`src/rtl/refdiv_pkg.sv`:
```
`timescale 1ns/1ps
package refdiv_pkg;
    localparam int DIV_W = 14;
    localparam int N_LO  = 1;
    localparam int N_HI  = 12499;

    typedef logic [DIV_W-1:0] div_t;

    typedef struct packed {
        logic       manual;
        logic       spot;
        logic [1:0] bucket;
        logic [3:0] code;
    } mode_t;

    function automatic div_t spot_lookup(input logic [3:0] code);
        case (code)
            4'd1:    return div_t'(193);
            4'd2:    return div_t'(256);
            4'd3:    return div_t'(810);
            4'd4:    return div_t'(2430);
            default: return div_t'(1);
        endcase
    endfunction

    function automatic div_t pick_div(input mode_t m, input div_t n);
        if (m.manual)    return n + div_t'(1);
        else if (m.spot) return spot_lookup(m.code);
        else             return div_t'(1);
    endfunction

    function automatic logic n_legal(input div_t n);
        return (n >= div_t'(N_LO)) && (n <= div_t'(N_HI));
    endfunction
endpackage

```
`src/rtl/refdiv_edge.sv`:
```
`timescale 1ns/1ps
module refdiv_edge #(
    parameter int SYNC = 2
) (
    input  logic clk,
    input  logic rst,
    input  logic ref_i,
    input  logic fall_sel,
    output logic evt_o
);
    logic [SYNC-1:0] sh;
    logic            prev;
    logic            lvl;

    assign lvl = sh[SYNC-1];

    always_ff @(posedge clk) begin
        if (rst) begin
            sh   <= '0;
            prev <= 1'b0;
        end else begin
            sh   <= {sh[SYNC-2:0], ref_i};
            prev <= lvl;
        end
    end

    assign evt_o = fall_sel ? (prev & ~lvl) : (lvl & ~prev);
endmodule

```
`src/rtl/refdiv_chan.sv`:
```
`timescale 1ns/1ps
module refdiv_chan
    import refdiv_pkg::*;
(
    input  logic clk,
    input  logic rst,
    input  logic evt_i,
    input  div_t div_req_i,
    output logic tick_o
);
    div_t cnt;
    div_t div_act;
    div_t div_eff;
    logic term;

    // while no transition of the period has been counted, the request applies directly
    assign div_eff = (cnt == '0) ? div_req_i : div_act;
    assign term    = (cnt == div_eff - div_t'(1));

    always_ff @(posedge clk) begin
        if (rst) begin
            cnt     <= '0;
            div_act <= div_t'(1);
            tick_o  <= 1'b0;
        end else begin
            tick_o <= 1'b0;
            if (cnt == '0) div_act <= div_req_i;
            if (evt_i) begin
                if (term) begin
                    cnt    <= '0;
                    tick_o <= 1'b1;
                end else begin
                    cnt <= cnt + div_t'(1);
                end
            end
        end
    end

    p_tick_after_edge_r6: assert property (@(posedge clk) disable iff (rst)
        tick_o |-> $past(evt_i));

    p_count_bound_r7: assert property (@(posedge clk) disable iff (rst)
        cnt < div_eff);

    p_bypass_every_edge_r4: assert property (@(posedge clk) disable iff (rst)
        (evt_i && div_eff == div_t'(1)) |=> tick_o);

    p_no_tick_midperiod_r1: assert property (@(posedge clk) disable iff (rst)
        (evt_i && cnt == '0 && div_req_i > div_t'(1)) |=> !tick_o);
endmodule

```
`src/rtl/refdiv_nreg.sv`:
```
`timescale 1ns/1ps
module refdiv_nreg
    import refdiv_pkg::*;
#(
    parameter int N_INIT = 249
) (
    input  logic clk,
    input  logic rst,
    input  logic wr_i,
    input  div_t data_i,
    output div_t n_o,
    output logic err_o
);
    always_ff @(posedge clk) begin
        if (rst) begin
            n_o   <= div_t'(N_INIT);
            err_o <= 1'b0;
        end else if (wr_i) begin
            if (n_legal(data_i)) n_o   <= data_i;
            else                 err_o <= 1'b1;
        end
    end

    p_err_sticky_r2: assert property (@(posedge clk) disable iff (rst)
        err_o |=> err_o);

    p_bad_write_held_r2: assert property (@(posedge clk) disable iff (rst)
        (wr_i && !n_legal(data_i)) |=> $stable(n_o));

    p_n_in_range_r2: assert property (@(posedge clk) disable iff (rst)
        (n_o >= div_t'(N_LO)) && (n_o <= div_t'(N_HI)));
endmodule

```
`src/rtl/refdiv_8k.sv`:
```
`timescale 1ns/1ps
module refdiv_8k
    import refdiv_pkg::*;
#(
    parameter int NUM_REF = 2,
    parameter int SYNC    = 2,
    parameter int N_INIT  = 249
) (
    input  logic                    clk,
    input  logic                    rst,
    input  logic [NUM_REF-1:0]      ref_in,
    input  logic [NUM_REF-1:0][7:0] mode_in,
    input  logic                    n_wr,
    input  logic [DIV_W-1:0]        n_wdata,
    input  logic                    fall_edge,
    output logic [NUM_REF-1:0]      tick_8k,
    output logic                    n_err
);
    div_t n_cur;

    refdiv_nreg #(.N_INIT(N_INIT)) u_nreg (
        .clk    (clk),
        .rst    (rst),
        .wr_i   (n_wr),
        .data_i (n_wdata),
        .n_o    (n_cur),
        .err_o  (n_err)
    );

    for (genvar g = 0; g < NUM_REF; g++) begin : g_ref
        logic  evt;
        div_t  div_req;
        mode_t mode;

        assign mode    = mode_t'(mode_in[g]);
        assign div_req = pick_div(mode, n_cur);

        refdiv_edge #(.SYNC(SYNC)) u_edge (
            .clk      (clk),
            .rst      (rst),
            .ref_i    (ref_in[g]),
            .fall_sel (fall_edge),
            .evt_o    (evt)
        );

        refdiv_chan u_chan (
            .clk       (clk),
            .rst       (rst),
            .evt_i     (evt),
            .div_req_i (div_req),
            .tick_o    (tick_8k[g])
        );

        p_manual_wins_r5: assert property (@(posedge clk) disable iff (rst)
            mode.manual |-> (div_req == n_cur + div_t'(1)));
    end
endmodule

```
`config.mk`:
```
export PLATFORM = sky130hd
export DESIGN_NAME = refdiv_8k
export DESIGN_NICKNAME = d
export VERILOG_FILES = /design/src/rtl/refdiv_pkg.sv /design/src/rtl/refdiv_edge.sv /design/src/rtl/refdiv_chan.sv /design/src/rtl/refdiv_nreg.sv /design/src/rtl/refdiv_8k.sv
export SDC_FILE = /design/constraint.sdc
export NUM_CORES = 1
export LEC_CHECK = 0
export BUFFER_PORTS_ARGS = -buffer_cell sky130_fd_sc_hd__buf_2
export CORE_MARGIN = 5
export CORE_UTILIZATION = 51
export DETAILED_ROUTE_END_ITERATION = 8
export GPL_TIMING_DRIVEN = 1
export PLACE_DENSITY = 0.69
export SLEW_MARGIN = 20
export SYNTH_ARGS = -nofsm -noshare
export SYNTH_HDL_FRONTEND = slang
export SYNTH_SLANG_ARGS = --single-unit
```
`constraint.sdc`:
```
create_clock -name clk -period 4.1 [get_ports clk]
set_input_delay 0.615 -clock clk [delete_from_list [all_inputs] [get_ports clk]]
set_output_delay 0.615 -clock clk [all_outputs]
set_load 0.02 [all_outputs]
```
==> metrics.cfg, run 1 <==
[cts]
cts.sinks=79
cts_htree_levels=3
insertion_delay_ps=350
cts_root_buffer=clkbuf_8
hold_buffers=0
post_cts_buffers=0
clk_pin_slew_ps=80
cts_max_path_buffers=2
cts_tree=yes
ctsResizeCount=0
cts_made_buffers=9

[power_and_ir_drop]
p_leak_nw=2.23
ir_drop_v=0.000191
powerDensity_mw_per_mm2=319
power_mw=1.84

[route]
first_pass_iters=4
wirelength_mm=12.6
wl_per_cell_um=15.9
via_per_inst=5.89
wl_met3_um=506
top_layer_used=met4
ant_nets=0
dr_total_vias=4663
met1Wirelength_mm=5.88
drc=0
wl_met2_mm=5.92
drt_iter0_drc=323

[logic_synthesis]
yosys.area_share.adder=0.0168
yosysWarnings=0
yosysTopAreaCell=dfxtp_1
synth_mux_area_frac=0.0509
synth-edff-count=0
ys_ff_latch=79
synth_top_area_frac=0.303
synth-xor-area-share=0.116
yosysSeqAreaShare=0.303
synth_compound_area_frac=0.182
synth_top_family_by_area=simple AND/OR/NAND/NOR gates
syn_avg_cell_area_um2=8.45
async_reset_ff_frac=0
yosys-top-cells-area=dfxtp_1 (30%), xnor2_1 (6.6%), nor2_1 (5.3%)
synth_cell_type_count=84
syn_inst=617
syn_nets=660
yosys.area_share.simple=0.289
syn-cell-area_mm2=0.00521
synthFlopType=dfxtp_1

[floorplan]
design.die.area_mm2=0.0123
core_mm2=0.0101
dieWidth_um=111
die_h_um=111
start_util=0.514
io_pins=39
rows=37

[placement]
dp_hpwl_mm=9.67
post_dp_cell_area_mm2=0.00556
place_ws_ps=158
dp_cells=777
io_buffers=34
gp_congestion=0.901

[layout]
finalInstanceArea_mm2=0.00576
nFillCells=950
most-common-layout-cells=dfxtp_1 (79), nor2_1 (73), xnor2_1 (39)
final_nets=695
final_common_cell=dfxtp_1
fin_util=0.568
fin_cells=792
drive_gt1_frac=0.166
area_growth_pct=10.5
diodes=0

[worst_setup_path]
crit_fanout=13
required_ps=4350
worst_r2r_path_depth=13
start_kind=register
criticalPathCategory=register to register
arrival_ps=4100
cp-end-kind=register

[timing]
drv_slew=0
fmax_mhz=260
setup_tns_ps=0
final-setup-viol-count=0
worst_pin_slew_ps=865
rsz0062_at_grt=no
period_share=0.937
finalCriticalPeriod_ps=3840
max-slew-margin-rel=0.422
setup_ws_ps=257
hold_ws_ps=443
finalClockSkew_ps=9.62
hold_viol=0

[global_routing]
grt-ovfl-total=0
grt_pass1_wl_mm=21.5
grt_pass1_vias=4558
track_usage=0.208
grt_start_max_net_pins=44
antenna_found_initial=0

[min_path]
holdPathStages=1
hold_path_class=register to register

[outcome]
status=complete, no violations

[job]
maxCapViolations=0

## state kept, by name, indices dropped and copies added (netlist names)
register and count:
g_ref.u_chan.cnt 28, g_ref.u_chan.div_act 28, u_nreg.n_o 14, g_ref.u_edge.sh 4
g_ref.u_chan.tick_o 2, g_ref.u_edge.prev 2, u_nreg.err_o 1
## logic make-up after synthesis
logic type	after synthesis
AND/OR/NAND/NOR	269
XOR/XNOR	66
flip-flops	79
buffers and inverters	45
adder cells (fa/ha/maj)	7
multiplexers	26
AO/OA/AOI/OAI	125
## report_power, final
part | internal (mW) | switching (mW)
logic | 0.179 | 0.241
clock network | 0.311 | 0.285
registers | 0.798 | 0.0244
total | 1.29 | 0.551
## worst max-delay path, stage by stage (launching register included)
cell and delay [ps]:
dfxtp_1 370, inv_1 90, ha_1 160, nor4b_4 260
and4_1 480, mux2_2 380, a21oi_1 360, nand4_1 190
or3_1 360, a211oi_2 220, o221ai_1 290, o41ai_4 340
buf_12 180, nor2_1 50
## worst paths after layout
path | end | start | slack, ps
worst min-delay path | g_ref[0].u_edge.sh[1] | g_ref[0].u_edge.sh[0] | 440
worst min register to register | g_ref[0].u_edge.sh[1] | g_ref[0].u_edge.sh[0] | 440
worst max register to register | g_ref[0].u_chan.cnt[7] | g_ref[0].u_chan.cnt[0] | 260
worst max-delay path | g_ref[0].u_chan.cnt[7] | g_ref[0].u_chan.cnt[0] | 260
## routing by layer
metal / GRT usage / up-vias
li1: - / 2314
met4: 0.0746 / 0
met2: 0.351 / 107
met3: 0.0317 / 21
met1: 0.271 / 2221
met5: 0 / -
## cells in the mapped netlist, types with 6 or more instances
master,instances
nor2_1,73
nand4_1,20
and2_1,7
o21ai_0,19
nor2_2,11
o21a_1,6
dfxtp_1,79
clkbuf_1,15
xor2_1,25
a21oi_1,28
or2_2,6
a211oi_1,6
xnor2_1,39
nor3_1,21
ha_1,7
o211ai_1,7
nand3_1,21
mux2i_1,22
nor2b_1,8
buf_2,7
nand2_1,38
inv_1,17
nor4_1,6
nand3b_1,6
## cell type report
type / instances / area (µm²) / share of cell area
Clock buffer: 12 / 155 / 0.0269
Clock inverter: 3 / 42.5 / 0.00739
Inverter: 17 / 63.8 / 0.0111
Multi-Input combinational cell: 493 / 3410 / 0.593
Sequential cell: 79 / 1580 / 0.275
Tap cell: 136 / 170 / 0.0296
Timing Repair Buffer: 52 / 330 / 0.0574
(Power assumes the default switching activity.)
==> run 2, diff against run 1 <==
--- a/config.mk
+++ b/config.mk
@@ -5,6 +5,7 @@
 export SDC_FILE = /design/constraint.sdc
 export NUM_CORES = 1
 export LEC_CHECK = 0
+export ABC_AREA = 1
 export BUFFER_PORTS_ARGS = -buffer_cell sky130_fd_sc_hd__buf_2
 export CORE_MARGIN = 5
 export CORE_UTILIZATION = 51
==> run 2 against run 1 <==
First-iteration DRC count shrank 13%. Maximum frequency increased by 14%. Register-to-register slack better by 480 ps. Count of clock-buffer cells in the layout is the same. Critical path depth is 9 higher. Critical endpoint is now g_ref[0].u_chan.cnt[13].
==> metrics.cfg, run 2 <==
[timing]
max-slew-margin-rel=0.464
period_share=0.820
worst_pin_slew_ps=803
hold_viol=0
final-setup-viol-count=0
setup_tns_ps=0
rsz0062_at_grt=no
fmax_mhz=297
drv_slew=0
finalCriticalPeriod_ps=3360
finalClockSkew_ps=10.9
hold_ws_ps=405

[power_and_ir_drop]
p_leak_nw=3.11
powerDensity_mw_per_mm2=307
ir_drop_v=0.000219
p_comb_frac=0.238
power_switching_uw=607
switching_share=0.329
p_int_mw=1.24
seqPwrFrac=0.444
pwr-share-clk=0.318

[worst_setup_path]
worst_r2r_path_depth=22
r2r_slack_ps=740
worst-path-buf-inv=4
cp-end-kind=register
crit_slowest_cell=dfxtp_1
required_ps=4350
crit_path_frequent_cell=nor2_1
criticalPathCategory=register to register
arrival_ps=3620
r2r-start=g_ref[0].u_chan.cnt[0]
start_kind=register
crit_fanout=5
max_stage_delay_ps=350
worstReg2RegEnd=g_ref[0].u_chan.cnt[13]
cp_top_family=simple AND/OR/NAND/NOR gates
path_cells=inv_1 -> ha_1 -> inv_1 -> nor2_1 -> nand4_1 -> nor2_1 -> nand2_1 -> o21ai_1 -> inv_1 -> ha_1 -> xor2_1 -> inv_1 -> nand2_1 -> nand3_1 -> a21oi_1 -> nand3_1 -> nor2_1 -> nand2_1 -> nor2_1 -> nand4_1 -> nand2_1 -> nor2_1

[layout]
final_common_cell=nand2_1
nFillCells=1142
fin_util=0.559
area_growth_pct=8.37
final_nets=1004
finalInstanceArea_mm2=0.00601
drive_gt1_frac=0.115
diodes=0
most-common-layout-cells=nand2_1 (291), nor2_1 (136), inv_1 (127)
fin_cells=1106
reg_top3=g_ref.u_chan.cnt (28), g_ref.u_chan.div_act (28), u_nreg.n_o (14)

[route]
first_pass_iters=5
wl_per_cell_um=12.1
drt_iter0_drc=280
dr_total_vias=5505
ant_nets=0
wirelength_mm=13.4
drc=0
via_per_inst=4.98

[logic_synthesis]
synth_most_common_cell=nand2_1
yosysSeqAreaShare=0.285
yosys-top-cells-area=dfxtp_1 (29%), nand2_1 (20%), nor2_1 (9.2%)
netlist_top_cells_count=nand2_1 (291), nor2_1 (136), inv_1 (127)
syn_nets=973
syn-cell-area_mm2=0.00554
synth_top_area_frac=0.285
synthFlopType=dfxtp_1
syn_inst=930
synth-edff-count=0
yosysWarnings=0
async_reset_ff_frac=0
yosysTopAreaCell=dfxtp_1
synth_cell_type_count=36
ys_ff_latch=79
syn_avg_cell_area_um2=5.96

[placement]
dp_hpwl_mm=10.4
gp_congestion=0.881
dp_cells=1090
io_buffers=34
post_dp_cell_area_mm2=0.00582

[min_path]
holdPathStages=2
worstHoldStart=g_ref[1].u_edge.sh[0]
holdPathEnd=g_ref[1].u_edge.sh[1]
hold_path_class=register to register

[cts]
hold_buffers=0
post_cts_buffers=0
cts_htree_levels=3
cts_made_buffers=9
clk_pin_slew_ps=90
ctsResizeCount=0
cts_max_path_buffers=2
cts_tree=yes
cts_root_buffer=clkbuf_8
cts.sinks=79
insertion_delay_ps=370

[job]
maxCapViolations=0

[global_routing]
track_usage=0.220
grt-ovfl-total=0
grt_start_max_net_pins=48
grt_pass1_wl_mm=23.2
grt_pass1_vias=4984
antenna_found_initial=0

[floorplan]
die_h_um=114
rows=38
design.die.area_mm2=0.0131
start_util=0.516
dieWidth_um=114
core_mm2=0.0107
io_pins=39

[outcome]
status=complete, no violations

-- run 2: metal layers --
metal  vias up  GRT usage  part of all wire
met3        16     0.0322             0.041
met1      2437      0.290              0.48
met4         0     0.0752             0.017
met2        91      0.368              0.46
li1       2961          -                 -
met5         -          0                 0
-- run 2: worst register-to-register path, cell delays in order (launching register included) --
cell and delay, ps:
dfxtp_1 350, inv_1 120, ha_1 150, inv_1 60, nor2_1 110, nand4_1 90
nor2_1 260, nand2_1 90, o21ai_1 220, inv_1 140, ha_1 250, xor2_1 170
inv_1 60, nand2_1 60, nand3_1 80, a21oi_1 120, nand3_1 120, nor2_1 110
nand2_1 70, nor2_1 120, nand4_1 250, nand2_1 220, nor2_1 60
-- run 2: worst max path at each step --
| stage | from | end | slack [ps] | cells past startpoint |
|---|---|---|---|---|
| global route | g_ref[0].u_chan.cnt[0] | g_ref[0].u_chan.cnt[13] | 260 | 22 |
| global placement | mode_in[7] | g_ref[0].u_chan.cnt[13] | 710 | 20 |
| finish | g_ref[0].u_chan.cnt[0] | g_ref[0].u_chan.cnt[13] | 740 | 22 |
| CTS | g_ref[1].u_chan.cnt[0] | g_ref[1].u_chan.cnt[2] | 690 | 21 |
| detailed placement | g_ref[1].u_chan.cnt[0] | g_ref[1].u_chan.cnt[2] | 710 | 21 |
| floorplan | mode_in[15] | g_ref[1].u_chan.cnt[11] | 1270 | 20 |
-- run 2: through the flow --
stage | power, mW | setup slack, ps
floorplan | 1.17 | 1270
global placement | 1.27 | 708
detailed placement | 1.27 | 706
CTS | 1.86 | 691
global route | 1.97 | 260
finish | 1.84 | 737
-- run 2: cells by family after synthesis --
logic type,synth area share
and+or+nand+nor,0.475
buffers and inverters,0.107
AOI/OAI and AO/OA,0.0648
adders and majority gates,0.0158
xor gates and xnor gates,0.0521
DFF,0.285
-- run 2: power by group through the flow --
stage | clock network, mW | logic (mW) | registers (mW)
3_5_place_dp | 0 | 0.437 | 0.837
2_1_floorplan | 0 | 0.337 | 0.833
4_1_cts | 0.603 | 0.439 | 0.819
3_3_place_gp | 0 | 0.434 | 0.837
6_report | 0.587 | 0.438 | 0.819
5_1_grt | 0.633 | 0.508 | 0.824
-- run 2: area by class of cell --
| class | count | area, µm² | area share |
|---|---|---|---|
| inverters | 131 | 492 | 0.0819 |
| clock inverters | 4 | 45.0 | 0.00750 |
| multi-input cells | 702 | 3370 | 0.561 |
| repair buffers | 38 | 200 | 0.0333 |
| clock buffers | 12 | 145 | 0.0242 |
| flip-flops and latches | 79 | 1580 | 0.263 |
| well taps | 140 | 175 | 0.0292 |
==> run 3, diff against run 2 <==
==> constraint.sdc (replaced) <==
create_clock -name clk -period 3.2 [get_ports clk]
set_input_delay 0.48 -clock clk [delete_from_list [all_inputs] [get_ports clk]]
set_output_delay 0.48 -clock clk [all_outputs]
set_load 0.02 [all_outputs]
==> run 3 against run 2 <==
Cell count up 2.6%. Critical endpoint unchanged. Setup slack worse by 520 ps. Total power rose by 33%. First-iteration DRC count grew 14%. Cell area up 5.8%.
==> metrics.cfg, run 3 (synthesized netlist as in run 2, its figures left out) <==
[outcome]
status=complete, no violations

[route]
dr_total_vias=5693
drt_iter0_drc=319
first_pass_iters=5
ant_nets=0
wl_per_cell_um=12.4
wirelength_mm=14.1
drc=0
via_per_inst=5.02

[worst_setup_path]
crit_path_frequent_cell=inv_1
worstReg2RegEnd=g_ref[0].u_chan.cnt[13]
start_kind=register
r2r-start=g_ref[0].u_chan.cnt[0]
worst-path-buf-inv=5
cp_num_cells=23
cp_top_family=simple AND/OR/NAND/NOR gates
max_stage_delay_ps=310
cp-end-kind=register
arrival_ps=3250
crit_fanout=5
criticalPathCategory=register to register
worst_r2r_path_depth=23
required_ps=3470
r2r_slack_ps=220
crit_slowest_cell=dfxtp_1
path_cells=inv_1 -> ha_1 -> inv_1 -> nor2_2 -> nand4_1 -> nor2_2 -> nand2_1 -> o21ai_2 -> inv_1 -> ha_1 -> xor2_1 -> inv_1 -> nand2_1 -> nand3_1 -> a21oi_2 -> nand3_2 -> nor2_1 -> nand2_1 -> nor2_2 -> nand4_1 -> buf_4 -> nand2_2 -> nor2_1

[timing]
final-setup-viol-count=0
finalClockSkew_ps=8.38
hold_viol=0
finalCriticalPeriod_ps=2980
setup_ws_ps=221
fmax_mhz=336
worst_pin_slew_ps=782
setup_tns_ps=0
max-slew-margin-rel=0.478
period_share=0.931
drv_slew=0

[floorplan]
design.die.area_mm2=0.0131
io_pins=39
start_util=0.516
dieWidth_um=114
die_h_um=114
core_mm2=0.0107
rows=38

[cts]
cts_made_buffers=9
insertion_delay_ps=380
cts_htree_levels=3
cts.sinks=79
cts_root_buffer=clkbuf_8
clk_pin_slew_ps=80
cts_max_path_buffers=2
cts_tree=yes

[layout]
diodes=0
drive_gt1_frac=0.166
fin_util=0.592
area_growth_pct=14.7
finalInstanceArea_mm2=0.00636
most-common-layout-cells=nand2_1 (288), inv_1 (126), nor2_1 (123)
final_common_cell=nand2_1
nFillCells=1130
reg_top3=g_ref.u_chan.cnt (28), g_ref.u_chan.div_act (28), u_nreg.n_o (14)
final_nets=1034

[global_routing]
grt-ovfl-total=0
grt_start_max_net_pins=47
antenna_found_initial=0
track_usage=0.225
grt_pass1_wl_mm=23.6
grt_pass1_vias=5126

[placement]
post_dp_cell_area_mm2=0.00601
io_buffers=34
gp_congestion=0.916
place_ws_ps=87.1
dp_hpwl_mm=10.7

[min_path]
hold_path_class=primary input to register
holdPathStages=3
holdPathEnd=g_ref[0].u_edge.sh[0]
worstHoldStart=ref_in[0]

[job]
maxCapViolations=0

[power_and_ir_drop]
ir_drop_v=0.000237
powerDensity_mw_per_mm2=387
power_mw=2.46
p_leak_nw=3.27

[run 3: final cells by class]
type                       count  area, µm²  area share
clock buffer                  12        155      0.0244
inverter                     131        492      0.0774
sequential                    79       1580       0.249
multi-input combinational    702       3470       0.546
clock inverter                 3       42.5     0.00669
timing repair buffer          68        438      0.0689
tap                          140        175      0.0276
[run 3: what timing repair did]
action	4_1_cts	5_1_grt
buffers inserted	0	6
hold buffers	0	0
gates resized for setup	0	30
endpoints found under the setup margin	0	30
[run 3: metal layers]
metal / global-route usage / vias up / routed length (µm)
met2: 0.373 / 99 / 6580
li1: - / 3014 / -
met5: 0 / - / 0
met4: 0.0871 / 0 / 299
met3: 0.0301 / 26 / 542
met1: 0.298 / 2554 / 6660
[run 3: power breakdown]
part           switching, mW  internal (mW)
Clock                  0.379          0.398
Combinational          0.410          0.225
Sequential            0.0228           1.03
[run 3: through the flow]
stage / std cells / hold slack (ps)
floorplan: 930 / 388
global placement: 1114 / 389
detailed placement: 1114 / 394
CTS: 1129 / 291
global route: 1135 / 306
finish: 1135 / 303
[run 3: worst max-delay path by stage]
stage	from	endpoint	slack, ps
after floorplan	g_ref[0].u_chan.cnt[0]	g_ref[0].u_chan.cnt[0]	440
after CTS	g_ref[0].u_chan.cnt[0]	g_ref[0].u_chan.cnt[13]	70
after global placement	g_ref[1].u_chan.cnt[0]	g_ref[1].u_chan.cnt[0]	120
final	g_ref[0].u_chan.cnt[0]	g_ref[0].u_chan.cnt[13]	220
after global routing	g_ref[1].u_chan.cnt[0]	g_ref[1].u_chan.cnt[3]	-30
after detailed placement	g_ref[1].u_chan.cnt[0]	g_ref[1].u_chan.cnt[0]	90
[run 3: worst min-delay path, cell delays in order]
cell and delay (ps):
buf_2 70, inv_1 30, nor2_1 60
